[config.mk]
export PLATFORM = sky130hd
export DESIGN_NAME = sram_rd_outpath
export DESIGN_NICKNAME = d
export VERILOG_FILES = /design/src/rtl/rdp_pkg.sv /design/src/rtl/rdp_capture.sv /design/src/rtl/rdp_outreg.sv /design/src/rtl/rdp_drive.sv /design/src/rtl/sram_rd_outpath.sv
export SDC_FILE = /design/constraint.sdc
export NUM_CORES = 1
export LEC_CHECK = 0
export BUFFER_PORTS_ARGS = -buffer_cell sky130_fd_sc_hd__buf_2
export CAP_MARGIN = 30
export CORE_MARGIN = 2
export CORE_UTILIZATION = 45
export CTS_CLUSTER_DIAMETER = 120
export DETAILED_ROUTE_END_ITERATION = 8
export HOLD_SLACK_MARGIN = 0.08
export PLACE_DENSITY = 0.77
export SETUP_SLACK_MARGIN = 0.4
export SYNTH_ARGS = -nofsm -noshare
export SYNTH_HDL_FRONTEND = slang
export SYNTH_SLANG_ARGS = --single-unit
export TNS_END_PERCENT = 20
[constraint.sdc]
create_clock -name clk -period 1 [get_ports clk]
set_input_delay 0.05 -clock clk [delete_from_list [all_inputs] [get_ports clk]]
set_output_delay 0.05 -clock clk [all_outputs]
set_load 0.005 [all_outputs]
[src/rtl/rdp_pkg.sv]
package rdp_pkg;

    typedef enum logic [1:0] {
        CMD_HOLD  = 2'b00,
        CMD_READ  = 2'b01,
        CMD_DESEL = 2'b10,
        CMD_RSVD  = 2'b11
    } rdp_cmd_e;

    typedef struct packed {
        logic act;
    } sel_stage_t;

    function automatic logic next_select(input rdp_cmd_e c, input logic cur);
        case (c)
            CMD_READ:  return 1'b1;
            CMD_DESEL: return 1'b0;
            default:   return cur;
        endcase
    endfunction

endpackage

[src/rtl/rdp_capture.sv]
module rdp_capture
    import rdp_pkg::*;
(
    input  logic       clk,
    input  logic       rst,
    input  logic [1:0] cmd,
    output logic       s1_act
);

    sel_stage_t cap_d, cap_q;

    always_comb begin
        cap_d = cap_q;
        cap_d.act = next_select(rdp_cmd_e'(cmd), cap_q.act);
        if (rst) begin
            cap_d = '0;
        end
    end

    always_ff @(posedge clk) begin
        cap_q <= cap_d;
    end

    assign s1_act = cap_q.act;

    AST_CAP_RESET: assert property (@(posedge clk) rst |=> !s1_act)
        else $error("capture stage not cleared by reset");

endmodule

[src/rtl/rdp_outreg.sv]
module rdp_outreg
    import rdp_pkg::*;
#(
    parameter int DATA_W = 32,
    parameter int LANE_W = 8
) (
    input  logic              clk,
    input  logic              rst,
    input  logic              s1_act,
    input  logic [DATA_W-1:0] arr_rdata,
    output logic              s2_act,
    output logic [DATA_W-1:0] s2_data
);

    localparam int LANES = DATA_W / LANE_W;

    sel_stage_t st_d, st_q;

    always_comb begin
        st_d = st_q;
        st_d.act = s1_act;
        if (rst) begin
            st_d = '0;
        end
    end

    always_ff @(posedge clk) begin
        st_q <= st_d;
    end

    assign s2_act = st_q.act;

    for (genvar g = 0; g < LANES; g++) begin : g_lane
        logic [LANE_W-1:0] lane_d, lane_q;

        always_comb begin
            lane_d = lane_q;
            if (rst) begin
                lane_d = '0;
            end else if (s1_act) begin
                lane_d = arr_rdata[g*LANE_W +: LANE_W];
            end
        end

        always_ff @(posedge clk) begin
            lane_q <= lane_d;
        end

        assign s2_data[g*LANE_W +: LANE_W] = lane_q;
    end

    AST_OUT_RESET: assert property (@(posedge clk) rst |=> (!s2_act && s2_data == '0))
        else $error("output stage not cleared by reset");

endmodule

[src/rtl/rdp_drive.sv]
module rdp_drive #(
    parameter int DATA_W = 32
) (
    input  logic              pipe_sel,
    input  logic              dual_desel,
    input  logic              s1_act,
    input  logic              s2_act,
    input  logic [DATA_W-1:0] arr_rdata,
    input  logic [DATA_W-1:0] s2_data,
    input  logic              out_en,
    output logic              act_int,
    output logic [DATA_W-1:0] dq_out,
    output logic              dq_oe
);

    logic [DATA_W-1:0] sel_data;

    always_comb begin
        if (pipe_sel) begin
            act_int  = s2_act & (dual_desel | s1_act);
            sel_data = s2_data;
        end else begin
            act_int  = s1_act;
            sel_data = arr_rdata;
        end
        dq_oe  = act_int & out_en;
        dq_out = dq_oe ? sel_data : '0;
    end

endmodule

[src/rtl/sram_rd_outpath.sv]
module sram_rd_outpath
    import rdp_pkg::*;
#(
    parameter int DATA_W = 32,
    parameter int LANE_W = 8
) (
    input  logic              clk,
    input  logic              rst,
    input  logic              pipe_sel,
    input  logic              dual_desel,
    input  logic [1:0]        cmd,
    input  logic [DATA_W-1:0] arr_rdata,
    input  logic              out_en,
    output logic [DATA_W-1:0] dq_out,
    output logic              dq_oe
);

    logic              s1_act;
    logic              s2_act;
    logic [DATA_W-1:0] s2_data;
    logic              act_int;

    rdp_capture i_capture (
        .clk    (clk),
        .rst    (rst),
        .cmd    (cmd),
        .s1_act (s1_act)
    );

    rdp_outreg #(.DATA_W(DATA_W), .LANE_W(LANE_W)) i_outreg (
        .clk       (clk),
        .rst       (rst),
        .s1_act    (s1_act),
        .arr_rdata (arr_rdata),
        .s2_act    (s2_act),
        .s2_data   (s2_data)
    );

    rdp_drive #(.DATA_W(DATA_W)) i_drive (
        .pipe_sel   (pipe_sel),
        .dual_desel (dual_desel),
        .s1_act     (s1_act),
        .s2_act     (s2_act),
        .arr_rdata  (arr_rdata),
        .s2_data    (s2_data),
        .out_en     (out_en),
        .act_int    (act_int),
        .dq_out     (dq_out),
        .dq_oe      (dq_oe)
    );

    AST_RESET_QUIET: assert property (@(posedge clk) rst |=> !dq_oe)
        else $error("drive active after reset");

    AST_FT_READ_ON: assert property (@(posedge clk) disable iff (rst)
        (!pipe_sel && cmd == CMD_READ) |=> act_int)
        else $error("flow-through read not active next cycle");

    AST_PIPE_DATA: assert property (@(posedge clk) disable iff (rst)
        (pipe_sel && dq_oe) |-> dq_out == $past(arr_rdata))
        else $error("pipelined data not one edge behind array");

    AST_SCD_EARLY: assert property (@(posedge clk) disable iff (rst)
        (pipe_sel && !dual_desel && cmd == CMD_DESEL) |=> !act_int)
        else $error("single-cycle deselect late");

    AST_DCD_LATE: assert property (@(posedge clk) disable iff (rst)
        (pipe_sel && dual_desel && cmd == CMD_DESEL) |-> ##2 !act_int)
        else $error("dual-cycle deselect not off after second edge");

    AST_FT_DESEL_OFF: assert property (@(posedge clk) disable iff (rst)
        (!pipe_sel && cmd == CMD_DESEL) |=> !act_int)
        else $error("flow-through deselect late");

    AST_REREAD_ON: assert property (@(posedge clk) disable iff (rst)
        (pipe_sel && dual_desel && cmd == CMD_READ) |-> ##2 act_int)
        else $error("pipelined read not active at its latency");

    AST_IDLE_ZERO: assert property (@(posedge clk) disable iff (rst)
        !dq_oe |-> dq_out == '0)
        else $error("bus not zero while undriven");

endmodule

* Yosys cells after proc, flatten, opt, wreduce, memory -nomap -nowiden *
Cells that the tools add are included.

word-level totals
  flip-flop bits (word level) = 34
  output and inout port bits = 33
  word-level logic and storage cells = 16
  bits of input ports = 39

operators by class
  multiplexer cells = 4
  equal/unequal tests = 2
  bitwise logic cells = 3
  reduce and logical (&&, ||, !) cells = 1

operators by type and width
  kind                                            count
  2-to-1 mux 32 bit                               2
  bitwise AND 1 bit                               2
  == test 2 x 1 -> 1 bit (second input constant)  1
  == test 2 bit (second input constant)           1
  one-hot mux 1 bit (2 select lines)              1
  nonzero test 2 bit                              1
  2-to-1 mux 1 bit                                1
  OR 1 bit                                        1

* Logic depth before layout (Yosys ltp) *
Gate-level depths: netlist (run 1).

  depth in word-level cells = 5
  depth in mapped cells = 5
  gate-level depth less buffers = 4

* Cells and area by module *
A second synthesis (run 1) with hierarchy kept.

second synthesis, totals
  cells, all modules = 194
  area, all modules = 2,183.3 um^2

modules (own cells, without submodules)
  module       times used  area each (um^2)  seq. area each (um^2)  cells each
  rdp_outreg   1           1,202.4           660.6                  106
  rdp_drive    1           925.9             0.0                    82
  rdp_capture  1           55.1              20.0                   6

* Worst setup path after synthesis (run 1) *
OpenSTA, ideal clock, no wires.

  kind = flip-flop to output port
  start point = register i_capture.cap_q, in the netlist i_capture.s1_act
  end point = output dq_out[0]
  cell stages (with the launch flop) = 5
  setup slack = -0.070 ns
  data arrival time = 1.020 ns
  buffers on the path = 2
  data required time = 0.950 ns
  cell sequence = dfxtp_1 buf_2 a21oi_2 buf_2 nor4b_2

between the ends
  word-level cells in the longest chain between the ends = 5

ends and longest elaborated chain
  item                    RTL line               source
  from (decl)             rdp_capture.sv:10      sel_stage_t cap_d, cap_q;
  from (signal assigned)  rdp_capture.sv:21      cap_q <= cap_d;
  OR 1 bit                rdp_drive.sv:20        act_int = s2_act & (dual_desel | s1_act);
  bitwise AND 1 bit       rdp_drive.sv:20
  2-to-1 mux 1 bit *      rdp_drive.sv:19        if (pipe_sel) begin
  bitwise AND 1 bit *     rdp_drive.sv:26        dq_oe = act_int & out_en;
  2-to-1 mux 32 bit *     rdp_drive.sv:27        dq_out = dq_oe ? sel_data : '0;
  to (decl)               sram_rd_outpath.sv:14  output logic [DATA_W-1:0] dq_out,

Mark *: on every way between the ends. The rest lies on a longest branch, timed or not.

* Worst setup path after layout (run 1) *
  start point = register i_capture.cap_q, in the netlist i_capture.s1_act
  end point = output dq_out[8]

The elaborated chain is that of the path after synthesis.

==> flow_metrics.env, run 1 <==
export IMPL_outcome="complete, but fails checks"
export IMPL_violations="setup timing"
export IMPL_vias_per_cell=5.30
export IMPL_post_synth_instance_area_um2=2120
export IMPL_ys_warnings_count=0
export IMPL_cpMaxStageDelayCell="dfxtp_4"
export IMPL_finalSetupViolations=49
export IMPL_hp_class="input pin to flip-flop"
export IMPL_gp_congestion=0.720
export IMPL_finalWorstSetupSlack_ns=-0.372
export IMPL_final_antenna_net_count=0
export IMPL_clkTransAtPathRegs_ns=0.06
export IMPL_grt_use_total_pct=19.2
export IMPL_clock_fmax_mhz=729
export IMPL_power_mw=3.45
export IMPL_seq_area_frac_synth_pct=32.1
export IMPL_drive_gt1_share_pct=48.7
export IMPL_sequentialPowerShare_pct=43.1
export IMPL_avgSynthCellArea_um2=11.0
export IMPL_critical_path_class="flip-flop to output port"
export IMPL_rows=24
export IMPL_io_buffers=71
export IMPL_insertion_delay_ns=0.28
export IMPL_floorplan_initialDensity_pct=47.7
export IMPL_dp_hpwl_um=3230
export IMPL_die_h_um=72.7
export IMPL_postLayoutCoreUtil_pct=66.2
export IMPL_crit_buf_inv=2
export IMPL_cts_sinks=34
export IMPL_rsz0062_at_grt="yes"
export IMPL_fin_crit_sh_pct=137
export IMPL_overflow=0
export IMPL_switchingPower_mw=1.03
export IMPL_combPwrFrac_pct=30.0
export IMPL_cts_buffer_depth=2
export IMPL_p_clk_share_pct=26.9
export IMPL_yosys_cell_types_count=19
export IMPL_drc=0
export IMPL_grt_max_degree=35
export IMPL_tightest_slew_ns=0.296
export IMPL_critical_path_top_delay_family="flip-flops"
export IMPL_syn_to_final_growth_pct=38.6
export IMPL_ios=72
export IMPL_p_leak_nw=1.34
export IMPL_finalHoldViolations=0
export IMPL_core_area_um2=4440
export IMPL_drt_total_wl_um=4870
export IMPL_regArea_um2=686
export IMPL_max_stage_delay_ns=0.36
export IMPL_finClkSkew_ns=0.00273
export IMPL_dieArea_um2=5280
export IMPL_p_sw_share_pct=29.8
export IMPL_cts_tree="built"
export IMPL_fill_cells=356
export IMPL_drt_iter0_markers=77
export IMPL_cts_max_level=2
export IMPL_syn_nets=233
export IMPL_grt_pass1_vias=1616
export IMPL_worstPathRequired_ns=0.95
export IMPL_start_kind="flip-flop"
export IMPL_ir_drop_mv=0.956
export IMPL_cts_buffers=5
export IMPL_nets=305
export IMPL_grt_pass1_wl_um=7870
export IMPL_p_int_mw=2.42
export IMPL_multiInputGateArea_um2=1510
export IMPL_syn_instance_count=193
export IMPL_worstPathCellList="a21oi_4, buf_12, nor4b_4, buf_2"
export IMPL_crit_arrival_ns=1.32
export IMPL_cp_max_fo=10
export IMPL_wl_per_cell_um=15.4
export IMPL_antenna_found_initial=0
export IMPL_drv_slew=0
export IMPL_power_per_cell_area_nw_per_um2=1170
export IMPL_ys_seq_elements=34
export IMPL_diodes=0
export IMPL_cp_end_kind="output port"
export IMPL_slew_headroom_pct=79.7
export IMPL_first_pass_iters=4
export IMPL_period_needed_ns=1.37
export IMPL_die_w_um=72.7
export IMPL_via_count=1681
export IMPL_maxCapViolations=0
export IMPL_cts_root_buf="clkbuf_8"
cells by family after synthesis:
family                   synth area share, %
flip-flops                              32.1
buffers and inverters                   7.31
AND/OR/NAND/NOR                         29.2
AO/OA/AOI/OAI                          0.648
adder cells (fa/ha/maj)                0.590
multiplexers                            30.2
worst paths after layout:
check	slack, ns	from	endpoint	cells past startpoint
worst min register to register	0.49	i_outreg.g_lane[1].lane_q[6]$_SDFFE_PP0P_	i_outreg.g_lane[1].lane_q[6]$_SDFFE_PP0P_	2
worst min-delay path	0.02	arr_rdata[18]	i_outreg.g_lane[2].lane_q[2]$_SDFFE_PP0P_	3
worst max-delay path	-0.37	i_capture.s1_act$_SDFFE_PP0P_	dq_out[8]	4
worst max register to register	-0.04	i_capture.s1_act$_SDFFE_PP0P_	i_outreg.g_lane[1].lane_q[1]$_SDFFE_PP0P_	4
synth_stat cells:
master,count,area [um2]
buf_2,4,20.0
nor3b_1,1,7.51
nor2_1,32,120
nand2_1,1,3.75
mux2i_1,64,641
nor4b_2,29,435
clkbuf_4,2,15.0
inv_1,1,3.75
buf_6,6,67.6
buf_4,3,22.5
nor2b_4,1,13.8
or2_2,1,6.26
ha_1,1,12.5
a21oi_2,1,8.76
nor4b_1,3,26.3
dfxtp_1,34,681
a21oi_1,1,5.00
nor2b_1,1,6.26
clkbuf_1,7,26.3
per-stage QoR:
| step | setup TNS (ns) | instances | hold WS (ns) | worst slack (ns) | instance area (um2) |
|---|---|---|---|---|---|
| finish | -11.79 | 317 | 0.0190 | -0.372 | 2940 |
| global route | -15.10 | 317 | 0.0230 | -0.429 | 2940 |
| CTS | -12.58 | 315 | 0.0108 | -0.394 | 2890 |
| detailed placement | -2.89 | 307 | 0.309 | -0.112 | 2760 |
| global placement | -1.74 | 307 | 0.300 | -0.119 | 2760 |
| floorplan | 0 | 193 | 0.197 | 0.0183 | 2360 |
per-layer routing:
metal  up-vias  wire [um]  track usage [%]
met3         5        240             4.70
met1       792       2260             25.7
li1        843          -                -
met2        41       2330             30.8
met4         0         45             5.56
met5         -          0                0
worst min-delay path: stages:
cell and delay (ns):
buf_2 0.08, mux2i_1 0.06, nor2_1 0.07
area by class of cell:
type                    count  area share [%]
repair buffers             87            20.6
well taps                  52            2.21
multi-input cells         136            51.2
inverters                   1           0.128
clock buffers               7            2.60
flip-flops and latches     34            23.3
cell usage in the layout, fill, tap and decap left out, types with 2 or more instances in the layout:
master,Yosys,layout
buf_2,4,71
mux2i_1,64,64
nor2_1,32,32
dfxtp_1,34,32
nor4b_4,0,22
nor4b_2,29,10
buf_12,0,8
clkbuf_8,0,5
buf_4,3,4
buf_6,6,3
clkbuf_1,7,2
state kept, by name (all words and copies together) (netlist names):
register,cells
i_outreg.s2_act,1
i_outreg.g_lane.lane_q,32
i_capture.s1_act,1
power groups by stage:
stage	logic (mW)	clock network (mW)	registers [mW]
finish	1.04	0.929	1.49
global route	1.11	1.02	1.50
floorplan	0.742	0	1.50
detailed placement	0.959	0	1.52
CTS	1.01	0.966	1.49
global placement	0.944	0	1.51
repair_timing:
item | 4_1_cts | 5_1_grt
endpoints found under the hold margin | 32 | 29
endpoints found under the setup margin | 67 | 67
pin swaps | 4 | 5
buffers inserted | 0 | 1
gates cloned | 1 | 1
gates resized for setup | 6 | 8
No activity file was read; power rests on OpenSTA's default activity.
==> inputs of run 2 (changes only) <==
- CORE_MARGIN: 2 -> default
==> run 2 against run 1 <==
  * The flow finishes with violations (DRC, setup timing)
  * Non-clock buffer count up 1
  * Register-to-register slack got worse by 0.07 ns
  * Routed wire length fell by 4.4%
  * Sequential share of layout area down 0.25 points
  * Flip-flop and latch count did not move
  * Critical path type unchanged
  * Critical endpoint is now dq_out[6]
  * Highest routed layer unchanged
==> flow_metrics.env, run 2 (synthesized netlist as in run 1, its figures left out) <==
export IMPL_rsz0062_at_grt="yes"
export IMPL_outcome="complete, but fails checks"
export IMPL_drt_total_wl_um=4660
export IMPL_violations="DRC, setup timing"
export IMPL_finalHoldViolations=0
export IMPL_rows=24
export IMPL_slew_headroom_pct=78.3
export IMPL_cts_max_level=2
export IMPL_grt_pass1_wl_um=7750
export IMPL_p_clk_share_pct=29.6
export IMPL_tightest_slew_ns=0.317
export IMPL_worstPathRequired_ns=0.95
export IMPL_diodes=0
export IMPL_antenna_found_initial=0
export IMPL_via_count=1690
export IMPL_p_int_mw=2.50
export IMPL_dp_hpwl_um=3140
export IMPL_grt_pass1_vias=1629
export IMPL_maxCapViolations=0
export IMPL_start_kind="flip-flop"
export IMPL_grt_max_degree=35
export IMPL_drt_iter0_markers=75
export IMPL_ios=72
export IMPL_largest_reg_flops=32
export IMPL_die_h_um=70.7
export IMPL_fin_crit_sh_pct=137
export IMPL_sequentialPowerShare_pct=41.6
export IMPL_period_needed_ns=1.37
export IMPL_overflow=0
export IMPL_p_sw_share_pct=30.2
export IMPL_cts_buffers=5
export IMPL_nets=306
export IMPL_crit_arrival_ns=1.32
export IMPL_hp_class="input pin to flip-flop"
export IMPL_clock_fmax_mhz=727
export IMPL_gp_congestion=0.689
export IMPL_die_w_um=70.7
export IMPL_core_area_um2=4440
export IMPL_finClkSkew_ns=0.00537
export IMPL_combPwrFrac_pct=28.8
export IMPL_place_ws_ns=-0.109
export IMPL_dieArea_um2=4990
export IMPL_drc=9
export IMPL_cp_end_kind="output port"
export IMPL_most_common_layout_cells="71 x buf_2, 64 x mux2i_1, 32 x nor2_1, 32 x dfxtp_1, 23 x nor4b_4"
export IMPL_drv_slew=0
export IMPL_floorplan_initialDensity_pct=47.7
export IMPL_cp_max_fo=8
export IMPL_p_leak_nw=1.36
export IMPL_cts_root_buf="clkbuf_8"
export IMPL_power_per_cell_area_nw_per_um2=1210
export IMPL_ir_drop_mv=0.716
export IMPL_clkTransAtPathRegs_ns=0.07
export IMPL_critical_path_class="flip-flop to output port"
export IMPL_grt_use_total_pct=19.5
export IMPL_syn_to_final_growth_pct=39.6
export IMPL_switchingPower_mw=1.08
export IMPL_vias_per_cell=5.30
export IMPL_final_common_cell="buf_2"
export IMPL_io_buffers=71
export IMPL_final_antenna_net_count=0
export IMPL_first_pass_iters=6
export IMPL_fin_hold_ws_ns=0.00942
export IMPL_cts_tree="built"
export IMPL_drive_gt1_share_pct=49.4
export IMPL_finalSetupViolations=65
export IMPL_finalWorstSetupSlack_ns=-0.375
export IMPL_top_register="i_outreg.g_lane.lane_q"
export IMPL_wl_per_cell_um=14.6
export IMPL_cts_sinks=34
export IMPL_cts_buffer_depth=2
export IMPL_insertion_delay_ns=0.29
## run 2: worst max-delay path: stages, from the launching register on
cell and delay [ns]:
dfxtp_2 0.34, a21oi_4 0.26, buf_6 0.24, nor4b_4 0.07, buf_2 0.13
## run 2: path summary, 6_finish.rpt
path	slack [ns]	end	from	depth (start not counted)
max	-0.37	dq_out[6]	i_capture.s1_act$_SDFFE_PP0P_	4
min	0.009	i_outreg.g_lane[0].lane_q[4]$_SDFFE_PP0P_	arr_rdata[4]	3
max reg2reg	-0.11	i_outreg.g_lane[0].lane_q[3]$_SDFFE_PP0P_	i_capture.s1_act$_SDFFE_PP0P_	4
min reg2reg	0.50	i_outreg.g_lane[3].lane_q[6]$_SDFFE_PP0P_	i_outreg.g_lane[3].lane_q[6]$_SDFFE_PP0P_	2
## run 2: layer usage
layer	up-vias	track usage (%)	wire length, um
met4	0	6.67	48
met3	6	4.27	231
met2	47	32.5	2220
met1	796	25.2	2150
li1	841	-	-
met5	-	0	0
## run 2: final cells by class
| class | instances | area [um2] |
|---|---|---|
| clock buffer | 7 | 86.3 |
| clock inverter | 1 | 5.00 |
| multi-input combinational | 136 | 1510 |
| sequential | 34 | 683 |
| tap | 52 | 65.1 |
| timing repair buffer | 88 | 607 |
| inverter | 1 | 3.75 |
| fill | 369 | 1480 |
## run 2: what timing repair did
item                                   4_1_cts  5_1_grt
pin swaps                                    0        2
cloned                                       0        1
endpoints found under the hold margin       32       30
setup buffers                                1        0
setup endpoints to repair                   67       67
gates resized for setup                     13        5
## run 2: per-stage QoR
step                      util (%)  total power [mW]  TNS [ns]  std cells  area (um2)
after global placement        61.9              2.44     -2.14        309        2750
after floorplan                  -              2.25         0        193        2360
after CTS                     65.4              3.57    -12.21        318        2910
final                         66.6              3.58    -12.63        319        2960
after detailed placement      61.9              2.46     -3.02        309        2750
after global routing          66.6              3.73    -16.48        319        2960
## run 2: power groups by stage
| stage | Sequential, mW | Clock [mW] | Combinational, mW |
|---|---|---|---|
| 2_1_floorplan | 1.50 | 0 | 0.742 |
| 4_1_cts | 1.49 | 1.08 | 0.999 |
| 5_1_grt | 1.50 | 1.13 | 1.11 |
| 3_3_place_gp | 1.51 | 0 | 0.931 |
| 6_report | 1.49 | 1.06 | 1.03 |
| 3_5_place_dp | 1.52 | 0 | 0.944 |
==> inputs of run 3 (changes only) <==
- ABC_AREA: default -> 1
==> run 3 against run 2 <==
  * The flow finishes with violations (setup timing)
  * Largest power group unchanged
  * Cell count rose by 50%
  * Total power fell by 11%
  * Flip-flop and latch count did not move
  * Synthesized area fell by 2.8%
  * Fmax rose by 7.9%
  * Critical path type unchanged
  * Routed wire length fell by 2.6%
==> flow_metrics.env, run 3 <==
export IMPL_most_common_layout_cells="97 x nand2_1, 86 x nor2_1, 71 x buf_2"
export IMPL_synth_commonest_cells="98 x nand2_1, 93 x nor2_1, 67 x inv_1"
export IMPL_maxCapViolations=0
export IMPL_synth_edf_count=0
export IMPL_rsz0062_at_grt="yes"
export IMPL_cts_root_buf="clkbuf_8"
export IMPL_synth_top_family_by_area="simple AND/OR/NAND/NOR gates"
export IMPL_slew_headroom_pct=85.4
export IMPL_combPwrFrac_pct=23.3
export IMPL_drive_gt1_share_pct=27.4
export IMPL_io_buffers=71
export IMPL_grt_use_total_pct=19.4
export IMPL_power_mw=3.17
export IMPL_cp_end_kind="output port"
export IMPL_sequentialPowerShare_pct=46.9
export IMPL_insertion_delay_ns=0.29
export IMPL_antenna_found_initial=0
export IMPL_diodes=0
export IMPL_synth_compound_area_share_pct=8.01
export IMPL_ir_drop_mv=0.605
export IMPL_placed_area_um2=2470
export IMPL_core_area_um2=4380
export IMPL_synth_ff_type="dfxtp_1"
export IMPL_largest_reg_flops=32
export IMPL_post_synth_instance_area_um2=2060
export IMPL_rows=24
export IMPL_gp_congestion=0.753
export IMPL_p_int_mw=2.24
export IMPL_place_ws_ns=-0.00872
export IMPL_outcome="complete, but fails checks"
export IMPL_finalWorstSetupSlack_ns=-0.274
export IMPL_cts_tree="built"
export IMPL_yosys_area_share_xor_xnor_pct=0
export IMPL_final_antenna_net_count=0
export IMPL_ios=72
export IMPL_worstPathRequired_ns=0.95
export IMPL_drt_total_wl_um=4540
export IMPL_syn_instance_count=356
export IMPL_avgSynthCellArea_um2=5.79
export IMPL_via_count=2139
export IMPL_crit_arrival_ns=1.22
export IMPL_cts_buffers=5
export IMPL_postLayoutCoreUtil_pct=61.0
export IMPL_p_leak_nw=1.58
export IMPL_cts_buffer_depth=2
export IMPL_dieArea_um2=4860
export IMPL_ys_seq_elements=34
export IMPL_p_clk_share_pct=29.9
export IMPL_p_sw_share_pct=29.5
export IMPL_synth_area_leaders="dfxtp_1 33%, nand2_1 18%, nor2_1 17%"
export IMPL_finClkSkew_ns=0.00637
export IMPL_start_kind="flip-flop"
export IMPL_grt_max_degree=35
export IMPL_die_w_um=69.7
export IMPL_floorplan_initialDensity_pct=47.0
export IMPL_dp_hpwl_um=3100
export IMPL_syn_to_final_growth_pct=29.7
export IMPL_die_h_um=69.7
export IMPL_finalSetupTns_ns=-8.21
export IMPL_cp_max_fo=6
export IMPL_drv_slew=0
export IMPL_drt_iter0_markers=90
export IMPL_fill_cells=431
export IMPL_nets=467
export IMPL_vias_per_cell=4.47
export IMPL_grt_pass1_vias=1853
export IMPL_clock_fmax_mhz=785
export IMPL_critical_path_class="flip-flop to output port"
export IMPL_final_common_cell="nand2_1"
export IMPL_finalSetupViolations=33
export IMPL_wl_per_cell_um=9.47
export IMPL_drc=0
export IMPL_power_per_cell_area_nw_per_um2=1190
export IMPL_synth_top_area_cell="dfxtp_1"
export IMPL_violations="setup timing"
export IMPL_clkTransAtPathRegs_ns=0.07
export IMPL_synthAdderAreaFrac_pct=0.607
export IMPL_overflow=0
export IMPL_cts_sinks=34
export IMPL_seq_area_frac_synth_pct=33.0
export IMPL_synth_mux_area_share_pct=0
export IMPL_yosys_cell_types_count=14
export IMPL_tightest_slew_ns=0.219
export IMPL_fin_crit_sh_pct=127
export IMPL_top_register="i_outreg.g_lane.lane_q"
export IMPL_hp_class="input pin to flip-flop"
export IMPL_cts_max_level=2
export IMPL_period_needed_ns=1.27
export IMPL_yosysMostFrequentCell="nand2_1"
export IMPL_grt_pass1_wl_um=7750
export IMPL_first_pass_iters=4
export IMPL_synth_top_area_share_pct=33.0
export IMPL_finalHoldViolations=0
export IMPL_switchingPower_mw=0.935
export IMPL_r2r_slack_ns=0.04
export IMPL_final_cell_area_um2=2680
export IMPL_syn_nets=396
export IMPL_synthArstFlopShare_pct=0
export IMPL_yosys_area_share_simple_pct=38.0
export IMPL_ys_warnings_count=0
-- run 3: worst paths after layout --
| path | start | to | depth (start not counted) |
|---|---|---|---|
| setup / recovery | i_capture.s1_act$_SDFFE_PP0P_ | dq_out[14] | 6 |
| hold / removal | arr_rdata[27] | i_outreg.g_lane[3].lane_q[3]$_SDFFE_PP0P_ | 3 |
| setup reg to reg | i_capture.s1_act$_SDFFE_PP0P_ | i_capture.s1_act$_SDFFE_PP0P_ | 4 |
| hold reg to reg | i_outreg.g_lane[2].lane_q[5]$_SDFFE_PP0P_ | i_outreg.g_lane[2].lane_q[5]$_SDFFE_PP0P_ | 2 |
-- run 3: critical path: stages (launching register included) --
cell and delay, ns:
dfxtp_4 0.37, inv_6 0.04, nand2_4 0.06, nand3_4 0.09, buf_6 0.16, nor2_4 0.10
buf_2 0.11
-- run 3: kinds of logic after synthesis --
family | after synthesis
fa+ha+maj | 1
flops | 34
buf+inv | 89
simple gates | 199
compound gates | 33
-- run 3: cell type report --
type / instances / area, um2 / area share [%]
repair buffers: 85 / 558 / 20.9
inverters: 68 / 260 / 9.73
well taps: 52 / 65.1 / 2.43
clock inverters: 2 / 10.0 / 0.374
flip-flops and latches: 34 / 686 / 25.6
multi-input cells: 233 / 1030 / 38.4
clock buffers: 5 / 68.8 / 2.57
-- run 3: timing repair --
action / 4_1_cts / 5_1_grt
gates resized for setup: 21 / 11
buffers inserted: 2 / 0
pin swaps: 9 / 7
setup endpoints to repair: 67 / 67
hold endpoints to repair: 32 / 32
-- run 3: stage by stage --
| stage | hold WS [ns] | instances |
|---|---|---|
| 5_1_grt | 0.0129 | 479 |
| 3_5_place_dp | 0.320 | 470 |
| 2_1_floorplan | 0.190 | 356 |
| 6_report | 0.0113 | 479 |
| 3_3_place_gp | 0.316 | 470 |
| 4_1_cts | 0.00625 | 479 |
-- run 3: routing by layer --
| layer | routed length [um] | vias to the layer above | global-route usage (%) |
|---|---|---|---|
| met5 | 0 | - | 0 |
| met4 | 59 | 0 | 5.33 |
| met3 | 243 | 9 | 5.52 |
| met2 | 2200 | 52 | 33.5 |
| met1 | 2030 | 920 | 23.5 |
| li1 | - | 1158 | - |
-- run 3: power by group through the flow --
stage	Combinational (mW)	Clock (mW)	Sequential, mW
2_1_floorplan	0.456	0	1.50
3_3_place_gp	0.634	0	1.51
3_5_place_dp	0.645	0	1.52
4_1_cts	0.705	0.975	1.48
5_1_grt	0.833	1.02	1.50
6_report	0.738	0.947	1.49
